$ cat src/rtl/insn_pkg.sv
package insn_pkg;
  localparam int WORD_W = 16;
  localparam int REG_W  = 5;
  localparam int IMM_W  = 8;
  localparam int BIT_W  = 3;
  localparam int REL_W  = 12;
  localparam int TGT_W  = 22;
  localparam int HI_W   = TGT_W - WORD_W;
  localparam int OP_W   = 6;
  localparam int BR_W   = 7;

  typedef enum logic [OP_W-1:0] {
    OP_NONE = 6'd0, OP_ADD, OP_ADC, OP_ADDW_IMM, OP_SUB, OP_SUB_IMM, OP_SBC,
    OP_SBC_IMM, OP_SUBW_IMM, OP_AND, OP_AND_IMM, OP_OR, OP_OR_IMM, OP_XOR,
    OP_NOT, OP_NEG, OP_INC, OP_DEC, OP_MUL_UU, OP_MUL_SS, OP_MUL_SU,
    OP_FMUL_UU, OP_FMUL_SS, OP_FMUL_SU, OP_JMP_REL, OP_JMP_IND,
    OP_JMP_IND_EXT, OP_JMP_ABS, OP_CALL_REL, OP_CALL_IND, OP_CALL_IND_EXT,
    OP_CALL_ABS, OP_RET, OP_RET_INT, OP_CMP_SKIP_EQ, OP_CMP, OP_CMP_CARRY,
    OP_CMP_IMM, OP_SKIP_RBIT_CLR, OP_SKIP_RBIT_SET, OP_SKIP_IOBIT_CLR,
    OP_SKIP_IOBIT_SET, OP_BR_SET, OP_BR_CLR, OP_ILLEGAL
  } op_e;

  typedef struct packed {
    op_e              op;
    logic [REG_W-1:0] rd;
    logic [REG_W-1:0] rr;
    logic [IMM_W-1:0] imm;
    logic [BIT_W-1:0] bitn;
    logic [REL_W-1:0] rel;
    logic [TGT_W-1:0] target;
    logic             illegal;
  } dec_rec_t;

  // register windows
  function automatic logic [REG_W-1:0] win_upper16(input logic [3:0] f);
    return {1'b1, f};
  endfunction

  function automatic logic [REG_W-1:0] win_mid8(input logic [2:0] f);
    return {2'b10, f};
  endfunction

  function automatic logic [REG_W-1:0] win_pairs(input logic [1:0] f);
    return {2'b11, f, 1'b0};
  endfunction
endpackage

$ cat src/rtl/insn_classify.sv
module insn_classify
  import insn_pkg::*;
(
  input  logic [WORD_W-1:0] word_i,
  output dec_rec_t          rec_o,
  output logic              first_abs_o,
  output logic              abs_call_o,
  output logic [HI_W-1:0]   abs_hi_o
);
  logic [WORD_W-1:0] w;
  op_e op;
  logic fmt_two_reg, fmt_byte_imm;
  logic [REG_W-1:0] rd, rr;
  logic [IMM_W-1:0] imm;
  logic [BIT_W-1:0] bitn;
  logic [REL_W-1:0] rel;

  assign w = word_i;

  always_comb begin
    op = OP_ILLEGAL;
    fmt_two_reg = 1'b0;
    fmt_byte_imm = 1'b0;
    rd = '0;
    rr = '0;
    imm = '0;
    bitn = '0;
    rel = '0;
    first_abs_o = 1'b0;
    abs_call_o = 1'b0;
    casez (w)
      16'b1001_0100_0000_1001: op = OP_JMP_IND;
      16'b1001_0100_0001_1001: op = OP_JMP_IND_EXT;
      16'b1001_0101_0000_1001: op = OP_CALL_IND;
      16'b1001_0101_0001_1001: op = OP_CALL_IND_EXT;
      16'b1001_0101_0000_1000: op = OP_RET;
      16'b1001_0101_0001_1000: op = OP_RET_INT;
      16'b1001_010?_????_0000: begin op = OP_NOT; rd = w[8:4]; end
      16'b1001_010?_????_0001: begin op = OP_NEG; rd = w[8:4]; end
      16'b1001_010?_????_0011: begin op = OP_INC; rd = w[8:4]; end
      16'b1001_010?_????_1010: begin op = OP_DEC; rd = w[8:4]; end
      16'b1001_010?_????_110?: begin op = OP_JMP_ABS; first_abs_o = 1'b1; end
      16'b1001_010?_????_111?: begin
        op = OP_CALL_ABS;
        first_abs_o = 1'b1;
        abs_call_o = 1'b1;
      end
      16'b1001_0110_????_????, 16'b1001_0111_????_????: begin
        op  = w[8] ? OP_SUBW_IMM : OP_ADDW_IMM;
        rd  = win_pairs(w[5:4]);
        imm = {2'b00, w[7:6], w[3:0]};
      end
      16'b1001_11??_????_????: begin op = OP_MUL_UU; fmt_two_reg = 1'b1; end
      16'b1001_1001_????_????, 16'b1001_1011_????_????: begin
        op   = w[9] ? OP_SKIP_IOBIT_SET : OP_SKIP_IOBIT_CLR;
        imm  = {3'b000, w[7:3]};
        bitn = w[2:0];
      end
      16'b0000_0010_????_????: begin
        op = OP_MUL_SS;
        rd = win_upper16(w[7:4]);
        rr = win_upper16(w[3:0]);
      end
      16'b0000_0011_????_????: begin
        unique case ({w[7], w[3]})
          2'b00:   op = OP_MUL_SU;
          2'b01:   op = OP_FMUL_UU;
          2'b10:   op = OP_FMUL_SS;
          default: op = OP_FMUL_SU;
        endcase
        rd = win_mid8(w[6:4]);
        rr = win_mid8(w[2:0]);
      end
      16'b0000_01??_????_????: begin op = OP_CMP_CARRY;   fmt_two_reg = 1'b1; end
      16'b0000_10??_????_????: begin op = OP_SBC;         fmt_two_reg = 1'b1; end
      16'b0000_11??_????_????: begin op = OP_ADD;         fmt_two_reg = 1'b1; end
      16'b0001_00??_????_????: begin op = OP_CMP_SKIP_EQ; fmt_two_reg = 1'b1; end
      16'b0001_01??_????_????: begin op = OP_CMP;         fmt_two_reg = 1'b1; end
      16'b0001_10??_????_????: begin op = OP_SUB;         fmt_two_reg = 1'b1; end
      16'b0001_11??_????_????: begin op = OP_ADC;         fmt_two_reg = 1'b1; end
      16'b0010_00??_????_????: begin op = OP_AND;         fmt_two_reg = 1'b1; end
      16'b0010_01??_????_????: begin op = OP_XOR;         fmt_two_reg = 1'b1; end
      16'b0010_10??_????_????: begin op = OP_OR;          fmt_two_reg = 1'b1; end
      16'b0011_????_????_????: begin op = OP_CMP_IMM;     fmt_byte_imm = 1'b1; end
      16'b0100_????_????_????: begin op = OP_SBC_IMM;     fmt_byte_imm = 1'b1; end
      16'b0101_????_????_????: begin op = OP_SUB_IMM;     fmt_byte_imm = 1'b1; end
      16'b0110_????_????_????: begin op = OP_OR_IMM;      fmt_byte_imm = 1'b1; end
      16'b0111_????_????_????: begin op = OP_AND_IMM;     fmt_byte_imm = 1'b1; end
      16'b1100_????_????_????: begin op = OP_JMP_REL;  rel = w[11:0]; end
      16'b1101_????_????_????: begin op = OP_CALL_REL; rel = w[11:0]; end
      16'b1111_00??_????_????, 16'b1111_01??_????_????: begin
        op   = w[10] ? OP_BR_CLR : OP_BR_SET;
        rel  = {{(REL_W-BR_W){w[9]}}, w[9:3]};
        bitn = w[2:0];
      end
      16'b1111_11??_????_0???: begin
        op   = w[9] ? OP_SKIP_RBIT_SET : OP_SKIP_RBIT_CLR;
        rr   = w[8:4];
        bitn = w[2:0];
      end
      default: op = OP_ILLEGAL;
    endcase
    if (fmt_two_reg) begin
      rd = w[8:4];
      rr = {w[9], w[3:0]};
    end
    if (fmt_byte_imm) begin
      rd  = win_upper16(w[7:4]);
      imm = {w[11:8], w[3:0]};
    end
  end

  assign abs_hi_o = {w[8:4], w[0]};

  always_comb begin
    rec_o         = '0;
    rec_o.op      = op;
    rec_o.rd      = rd;
    rec_o.rr      = rr;
    rec_o.imm     = imm;
    rec_o.bitn    = bitn;
    rec_o.rel     = rel;
    rec_o.illegal = (op == OP_ILLEGAL);
  end

  // byte-immediate destinations always land in the upper window
  always_comb begin
    if (fmt_byte_imm) a_byte_imm_window_r4: assert (rec_o.rd[REG_W-1]);
  end
endmodule

$ cat src/rtl/insn_join.sv
module insn_join
  import insn_pkg::*;
(
  input  logic              clk_i,
  input  logic              rst_ni,
  input  logic              word_valid_i,
  input  logic [WORD_W-1:0] word_i,
  input  logic              first_abs_i,
  input  logic              abs_call_i,
  input  logic [HI_W-1:0]   abs_hi_i,
  output logic              pending_o,
  output logic              fire_o,
  output dec_rec_t          rec_o
);
  logic            pending_q, call_q;
  logic [HI_W-1:0] hi_q;

  always_ff @(posedge clk_i or negedge rst_ni) begin
    if (!rst_ni) begin
      pending_q <= 1'b0;
      call_q    <= 1'b0;
      hi_q      <= '0;
    end else if (word_valid_i) begin
      if (pending_q) begin
        pending_q <= 1'b0;
      end else if (first_abs_i) begin
        pending_q <= 1'b1;
        call_q    <= abs_call_i;
        hi_q      <= abs_hi_i;
      end
    end
  end

  assign pending_o = pending_q;
  assign fire_o    = word_valid_i && pending_q;

  always_comb begin
    rec_o        = '0;
    rec_o.op     = call_q ? OP_CALL_ABS : OP_JMP_ABS;
    rec_o.target = {hi_q, word_i};
  end

  p_pend_set_r11: assert property (@(posedge clk_i) disable iff (!rst_ni)
    (word_valid_i && !pending_q && first_abs_i) |=> pending_q);
  p_pend_clear_r12: assert property (@(posedge clk_i) disable iff (!rst_ni)
    (word_valid_i && pending_q) |=> !pending_q);
  p_pend_idle_r14: assert property (@(posedge clk_i) disable iff (!rst_ni)
    !word_valid_i |=> $stable(pending_q) && $stable(hi_q));
endmodule

$ cat src/rtl/insn_out_reg.sv
module insn_out_reg
  import insn_pkg::*;
(
  input  logic     clk_i,
  input  logic     rst_ni,
  input  logic     load_i,
  input  dec_rec_t rec_i,
  output logic     valid_o,
  output dec_rec_t rec_o
);
  always_ff @(posedge clk_i or negedge rst_ni) begin
    if (!rst_ni) begin
      valid_o <= 1'b0;
      rec_o   <= '0;
    end else begin
      valid_o <= load_i;
      if (load_i) rec_o <= rec_i;
    end
  end
endmodule

$ cat src/rtl/insn_decoder.sv
module insn_decoder
  import insn_pkg::*;
(
  input  logic              clk_i,
  input  logic              rst_ni,
  input  logic              word_valid_i,
  input  logic [WORD_W-1:0] word_i,
  output logic              dec_valid_o,
  output logic [OP_W-1:0]   op_o,
  output logic [REG_W-1:0]  rd_o,
  output logic [REG_W-1:0]  rr_o,
  output logic [IMM_W-1:0]  imm_o,
  output logic [BIT_W-1:0]  bit_o,
  output logic [REL_W-1:0]  rel_o,
  output logic [TGT_W-1:0]  target_o,
  output logic              illegal_o
);
  dec_rec_t        cls_rec, join_rec, sel_rec, out_rec;
  logic            first_abs, abs_call, pending, fire, load;
  logic [HI_W-1:0] abs_hi;

  insn_classify u_classify (
    .word_i      (word_i),
    .rec_o       (cls_rec),
    .first_abs_o (first_abs),
    .abs_call_o  (abs_call),
    .abs_hi_o    (abs_hi)
  );

  insn_join u_join (
    .clk_i        (clk_i),
    .rst_ni       (rst_ni),
    .word_valid_i (word_valid_i),
    .word_i       (word_i),
    .first_abs_i  (first_abs),
    .abs_call_i   (abs_call),
    .abs_hi_i     (abs_hi),
    .pending_o    (pending),
    .fire_o       (fire),
    .rec_o        (join_rec)
  );

  // pending second word wins over classification
  assign sel_rec = fire ? join_rec : cls_rec;
  assign load    = word_valid_i && (pending || !first_abs);

  insn_out_reg u_out (
    .clk_i   (clk_i),
    .rst_ni  (rst_ni),
    .load_i  (load),
    .rec_i   (sel_rec),
    .valid_o (dec_valid_o),
    .rec_o   (out_rec)
  );

  assign op_o      = out_rec.op;
  assign rd_o      = out_rec.rd;
  assign rr_o      = out_rec.rr;
  assign imm_o     = out_rec.imm;
  assign bit_o     = out_rec.bitn;
  assign rel_o     = out_rec.rel;
  assign target_o  = out_rec.target;
  assign illegal_o = out_rec.illegal;

  p_first_silent_r11: assert property (@(posedge clk_i) disable iff (!rst_ni)
    (word_valid_i && !pending && first_abs) |=> !dec_valid_o);
  p_join_target_r11: assert property (@(posedge clk_i) disable iff (!rst_ni)
    (word_valid_i && pending) |=> dec_valid_o && target_o[WORD_W-1:0] == $past(word_i)
      && (op_o == OP_JMP_ABS || op_o == OP_CALL_ABS));
  p_idle_no_valid_r14: assert property (@(posedge clk_i) disable iff (!rst_ni)
    !word_valid_i |=> !dec_valid_o);
  p_illegal_zero_r13: assert property (@(posedge clk_i) disable iff (!rst_ni)
    illegal_o |-> op_o == OP_ILLEGAL && rd_o == '0 && rr_o == '0 && imm_o == '0
      && bit_o == '0 && rel_o == '0 && target_o == '0);
  p_legal_flag_r13: assert property (@(posedge clk_i) disable iff (!rst_ni)
    (dec_valid_o && op_o != OP_ILLEGAL) |-> !illegal_o);
endmodule

$ cat config.mk
export PLATFORM = sky130hd
export DESIGN_NAME = insn_decoder
export DESIGN_NICKNAME = d
export VERILOG_FILES = /design/src/rtl/insn_pkg.sv /design/src/rtl/insn_classify.sv /design/src/rtl/insn_join.sv /design/src/rtl/insn_out_reg.sv /design/src/rtl/insn_decoder.sv
export SDC_FILE = /design/constraint.sdc
export NUM_CORES = 1
export LEC_CHECK = 0
export ABC_AREA = 0
export ABC_CLOCK_PERIOD_IN_PS = 4220
export BUFFER_PORTS_ARGS = -buffer_cell sky130_fd_sc_hd__buf_4
export CAP_MARGIN = 25
export CORE_UTILIZATION = 58
export CTS_CLUSTER_DIAMETER = 80
export DETAILED_ROUTE_END_ITERATION = 16
export PLACE_DENSITY_LB_ADDON = 0.15
export SLEW_MARGIN = 30
export SYNTH_ARGS = -nofsm -noshare
export SYNTH_HDL_FRONTEND = slang
export SYNTH_SLANG_ARGS = --single-unit
$ cat constraint.sdc
create_clock -name clk_i -period 4.22 [get_ports clk_i]
set_input_delay 1.055 -clock clk_i [delete_from_list [all_inputs] [get_ports clk_i]]
set_output_delay 1.055 -clock clk_i [all_outputs]
set_load 0.05 [all_outputs]
Word-level counts from Yosys, hierarchy flattened. Cells that the tools add are included.

Equality and inequality tests: 42. Bitwise operators: 1. Muxes and demuxes: 23. Reduce and logical (&&, ||, !) cells: 15.

Operators with widths (count): one-hot mux 6 bit (36 select lines) (1); == test 16 bit (second input constant) (6); two-way mux 62 bit (1); == test 11 bit (second input constant) (4); == test 8 bit (second input constant) (4); == test 6 x 3 -> 1 bit (second input constant) (4); == test 6 bit (second input constant) (4); one-hot mux 12 bit (2 select lines) (1); == test 10 bit (second input constant) (2); one-hot mux 5 bit (4 select lines) (1); == test 6 x 4 -> 1 bit (second input constant) (3); == test 4 x 3 -> 1 bit (second input constant) (4); == test 8 x 2 -> 1 bit (second input constant) (2); two-way mux 5 bit (3); one-hot mux 5 bit (3 select lines) (1); == test 6 x 2 -> 1 bit (second input constant) (2); one-hot mux 6 bit (2 select lines) (1); OR reduction 11 bit (1); OR reduction 2 bit (5); OR reduction 5 bit (2); two-way mux 1 bit (9); == test 4 bit (second input constant) (2); two-way mux 8 bit (1); == test 7 bit (second input constant) (1); other kinds (14) (16).

Input bits: 19. Register bits after elaboration: 71.

Depth between registers and ports, before layout.
Depth after elaboration: 6. Mapped depth: 8.

Cells and area by module. From an unflattened synthesis, not the netlist that was laid out.

Cells, all modules: 493. Area, all modules: 5850.6 um2.

Modules (own cells, without submodules): insn_out_reg (instances 1, area an instance 2631.3 um2, cells each 132, seq. area each 1576.5 um2); insn_classify (instances 1, area an instance 1410.1 um2, cells each 213, seq. area each 0.0 um2); insn_decoder (instances 1, area an instance 1066.0 um2, cells each 71, seq. area each 0.0 um2); insn_join (instances 1, area an instance 743.2 um2, cells each 77, seq. area each 200.2 um2).

Worst setup path before layout. No wires, ideal clock.

Kind: input -> register. From: input port word_i[6]. To: register u_out.rec_o[58] (netlist bit). Path slack: 1.481 ns. Cell stages on the path: 7. Path buffers: 1. Setup time: 0.131 ns. Data arrival time: 2.608 ns. Path through: clkbuf_2 > or4b_4 > nor4b_4 > nor3_1 > o22ai_2 > nor3_1 > or3_1.

Word-level cells in the longest chain between the ends: 3. Elaborated cells between the ends (all ways): 8. Classes of those cells: 6 x eq/ne; 2 x mux.

Ends and longest elaborated chain: start, declared (RTL line insn_decoder.sv:7) `input logic [WORD_W-1:0] word_i,`; == test 16 bit (RTL line insn_classify.sv:31) `casez (w)`; one-hot mux 6 bit (36 select lines) * (RTL line insn_classify.sv:31); two-way mux 62 bit * (RTL line insn_decoder.sv:44) `assign sel_rec = fire ? join_rec : cls_rec;`; end signal, assigned (RTL line insn_out_reg.sv:17) `if (load_i) rec_o <= rec_i;`; end, declared (RTL line insn_out_reg.sv:9) `output dec_rec_t rec_o`.

Mark *: on every way between the ends. The rest lies on a longest branch, timed or not. A chain may end at the register's enable or synchronous reset.

Worst setup path in the final report.
From: input port word_i[10]. To: register u_out.rec_o[5] (netlist bit).

Word-level cells in the longest chain between the ends: 6. Elaborated cells between the ends (all ways): 7. Classes of those cells: 2 x eq/ne; 1 x mux; 4 x reduce/logical.

Ends and longest elaborated chain: == test 10 bit (RTL line insn_classify.sv:31); OR reduction 2 bit (no source line) *; two-way mux 1 bit * (RTL line insn_classify.sv:31); logical NOT 1 bit * (RTL line insn_decoder.sv:45) `assign load = word_valid_i && (pending || !first_abs);`; logical OR 1 bit * (RTL line insn_decoder.sv:45); logical AND 1 bit * (RTL line insn_decoder.sv:45).

Marked as above.

==> impl_metrics.csv <==
group,metric,value,unit
global_route,grt_pass1_wl,16400,um
synth,syn_nets,397,
global_route,grt_max_degree,72,
route,vias_per_cell,6.53,
synth,synth_area,3620,um2
layout,area_growth,21.6,%
sta,tns,0,ps
job,max_cap_viol_count,0,
sta,drv_slew,0,
floorplan,ioPinCount,82,
critical_path,crit_path_start_kind,"primary input",
floorplan,die_w,81.0,um
cts,cts_tree,"yes",
floorplan,fp.dieH,81.0,um
route,wirelength,10400,um
cts,numCtsBuffers,9,
placement,gp_congestion,0.986,
global_route,use_met1,47.3,%
cts,htreeDepth,3,
layout,nFillCells,451,
sta,tightest_slew,680,ps
synth,synthCells,378,
route,vias,3398,
sta,period_minus_slack,2900,ps
floorplan,start_util,60.5,%
sta,fmax,0.345,GHz
synth,synth_top_area_cell,"dfrtp_1",
cts,clockBufferDepth,2,
layout,antenna_cells,0,
critical_path,critPathArrivalTime,3160,ps
route,drt_iter0_drc,359,
global_route,gr-usage-all-layers,33.6,%
synth,synth_top_flop_cell,"dfrtp_1",
cts,postCtsHoldBufs,0,
cts,post_cts_buffers,0,
synth,synth_top_area_share,49.0,%
pwr,p_int,1.04,mW
cts,insertion_delay,350,ps
sta,rsz0062_at_grt,"no",
sta,hold_slack,482,ps
floorplan,dieArea,6570,um2
route,drcViolationCount,0,
cts,post_cts_resized,0,
sta,fin_skew,6.98,ps
run_status,status,"finished clean",
placement,post-place-ws,1010,ps
global_route,grt_use_met3,6.63,%
sta,setup_slack,1320,ps
floorplan,rows,28,
pwr,power_frac_comb,20.2,%
critical_path,required,4480,ps
critical_path,worstSetupPathType,"in2reg",
synth,synth_enable_flop_cells,0,
placement,placed_area,4210,um2
cts,clk_pin_slew_worst_paths,90,ps
synth,synthArstFlopShare,100,%
synth,synth_cell_types,65,
critical_path,critPathCaptureType,"register",
critical_path,crit_fanout,30,
global_route,grt-ovfl-total,0,
synth,synth.avg_cell_area,9.59,um2
layout,drive_above_1_share,27.2,%
floorplan,core,5990,um2
synth,ys_top_cells_by_area,"dfrtp_1 49%, a22o_1 5.8%, nand2_1 5.1%",
sta,maxSlewHeadroom,54.3,%
cts,cts_sinks,71,
route,drtAntennaViolNets,0,
global_route,met2_usage,52.0,%
pwr,power.density,355,nW/um2
pwr,total_leakage_power,2.06,nW
route,routedWlPerCell,20.0,um
sta,final-hold-violation-count,0,
layout,finalInstanceArea,4410,um2
route,firstDrtPassIters,5,
pwr,seqPwrFrac,46.6,%
placement,portBuffers,81,
cts,root_buffer,"clkbuf_8",
global_route,antenna_found_initial,0,
synth,yosys-top-cells-count,"71 x dfrtp_1, 49 x nand2_1, 31 x o21ai_0",
synth,yosysMostFrequentCell,"dfrtp_1",
sta,post-route-period-util,68.7,%
pwr,p_switching,0.525,mW
layout,final_util,73.5,%
worst_hold_path,hold_class,"reg2reg",
global_route,grt_pass1_vias,3160,
pwr,netSwitchingFraction,33.6,%
synth,yosysSeqAreaShare,49.0,%
pwr,ir_drop,0.000281,V
synth,ys_ff_latch,71,
pwr,p_clk_share,33.2,%
synth,ys.warnings.count,0,
layout,final_nets,459,
placement,hpwlAfterDp,7090,um
sta,setup_violations,0,
global_route,grt.busiest_layer,"met2",
registers in the layout (all words and copies together) (netlist names):
name / count
u_out.rec_o: 62
u_join.hi_q: 6
u_join.call_q: 1
u_join.pending_o: 1
u_out.valid_o: 1
layout make-up:
type,instances,area (um2),area share (%)
clock buffers,10,138,3.12
clock inverters,6,52.6,1.19
inverters,6,22.5,0.511
multi-input cells,267,1680,38.1
flip-flops and latches,71,1780,40.3
well taps,75,93.8,2.13
repair buffers,85,642,14.6
placed cells by master (no fill, tap or decap), types with 3 or more instances in the layout:
cell / synthesis / layout
nand3_1: 14 / 14
nor3_2: 2 / 3
nand2b_1: 4 / 4
o21ai_0: 31 / 31
clkbuf_8: 0 / 10
nand2_1: 49 / 49
nor2_1: 24 / 24
dfrtp_1: 71 / 71
a2111oi_0: 3 / 3
nor2b_1: 5 / 5
and4_1: 3 / 3
buf_4: 0 / 84
a22o_1: 24 / 24
nand4_1: 8 / 8
a22oi_1: 13 / 13
nor4_1: 4 / 4
mux2_2: 6 / 6
o211ai_1: 4 / 4
inv_1: 6 / 6
a21oi_1: 12 / 12
a221o_1: 4 / 4
nor3_1: 11 / 10
path summary, 6_finish.rpt:
kind                                                   start                          end  slack, ps  cells past startpoint
worst max register to register  u_join.pending_o$_DFFE_PN0P_   u_out.rec_o[5]$_DFFE_PN0P_       2260                      6
max in group asynchronous                             rst_ni  u_out.rec_o[59]$_DFFE_PN0P_       3100                      1
worst max-delay path                              word_i[10]   u_out.rec_o[5]$_DFFE_PN0P_       1320                      8
worst min register to register   u_out.rec_o[42]$_DFFE_PN0P_  u_out.rec_o[42]$_DFFE_PN0P_        480                      2
worst min-delay path             u_out.rec_o[42]$_DFFE_PN0P_  u_out.rec_o[42]$_DFFE_PN0P_        480                      2
min in group asynchronous                             rst_ni   u_out.rec_o[2]$_DFFE_PN0P_        690                      1
critical path: stages:
cell,delay (ps)
buf_4,200
or3b_1,430
nor3_2,260
a21o_2,300
buf_4,320
buf_4,350
nand2_1,120
o21ai_0,100
routing by layer:
| layer | routed length (um) | part of all wire [%] |
|---|---|---|
| met5 | 0 | 0 |
| met4 | 163 | 1.6 |
| met3 | 918 | 8.8 |
| met2 | 4830 | 46 |
| met1 | 4480 | 43 |
power by group through the flow:
stage | combinational, mW | clock (mW) | sequential [mW]
3_5_place_dp | 0.312 | 0 | 0.741
6_report | 0.316 | 0.519 | 0.728
2_1_floorplan | 0.105 | 0 | 0.837
4_1_cts | 0.313 | 0.526 | 0.728
5_1_grt | 0.335 | 0.557 | 0.731
3_3_place_gp | 0.308 | 0 | 0.741
per-stage QoR:
step	total power, mW	cells
after floorplan	0.942	378
after global placement	1.05	504
after detailed placement	1.05	504
after CTS	1.57	520
after global routing	1.62	520
final	1.56	520
logic make-up after synthesis:
| family | share of synthesized area, % |
|---|---|
| simple gates | 20.1 |
| xor+xnor | 0.484 |
| mux | 1.86 |
| flops | 49.0 |
| compound gates | 23.8 |
| buf+inv | 4.76 |
Power figures use the tool's default switching activity.
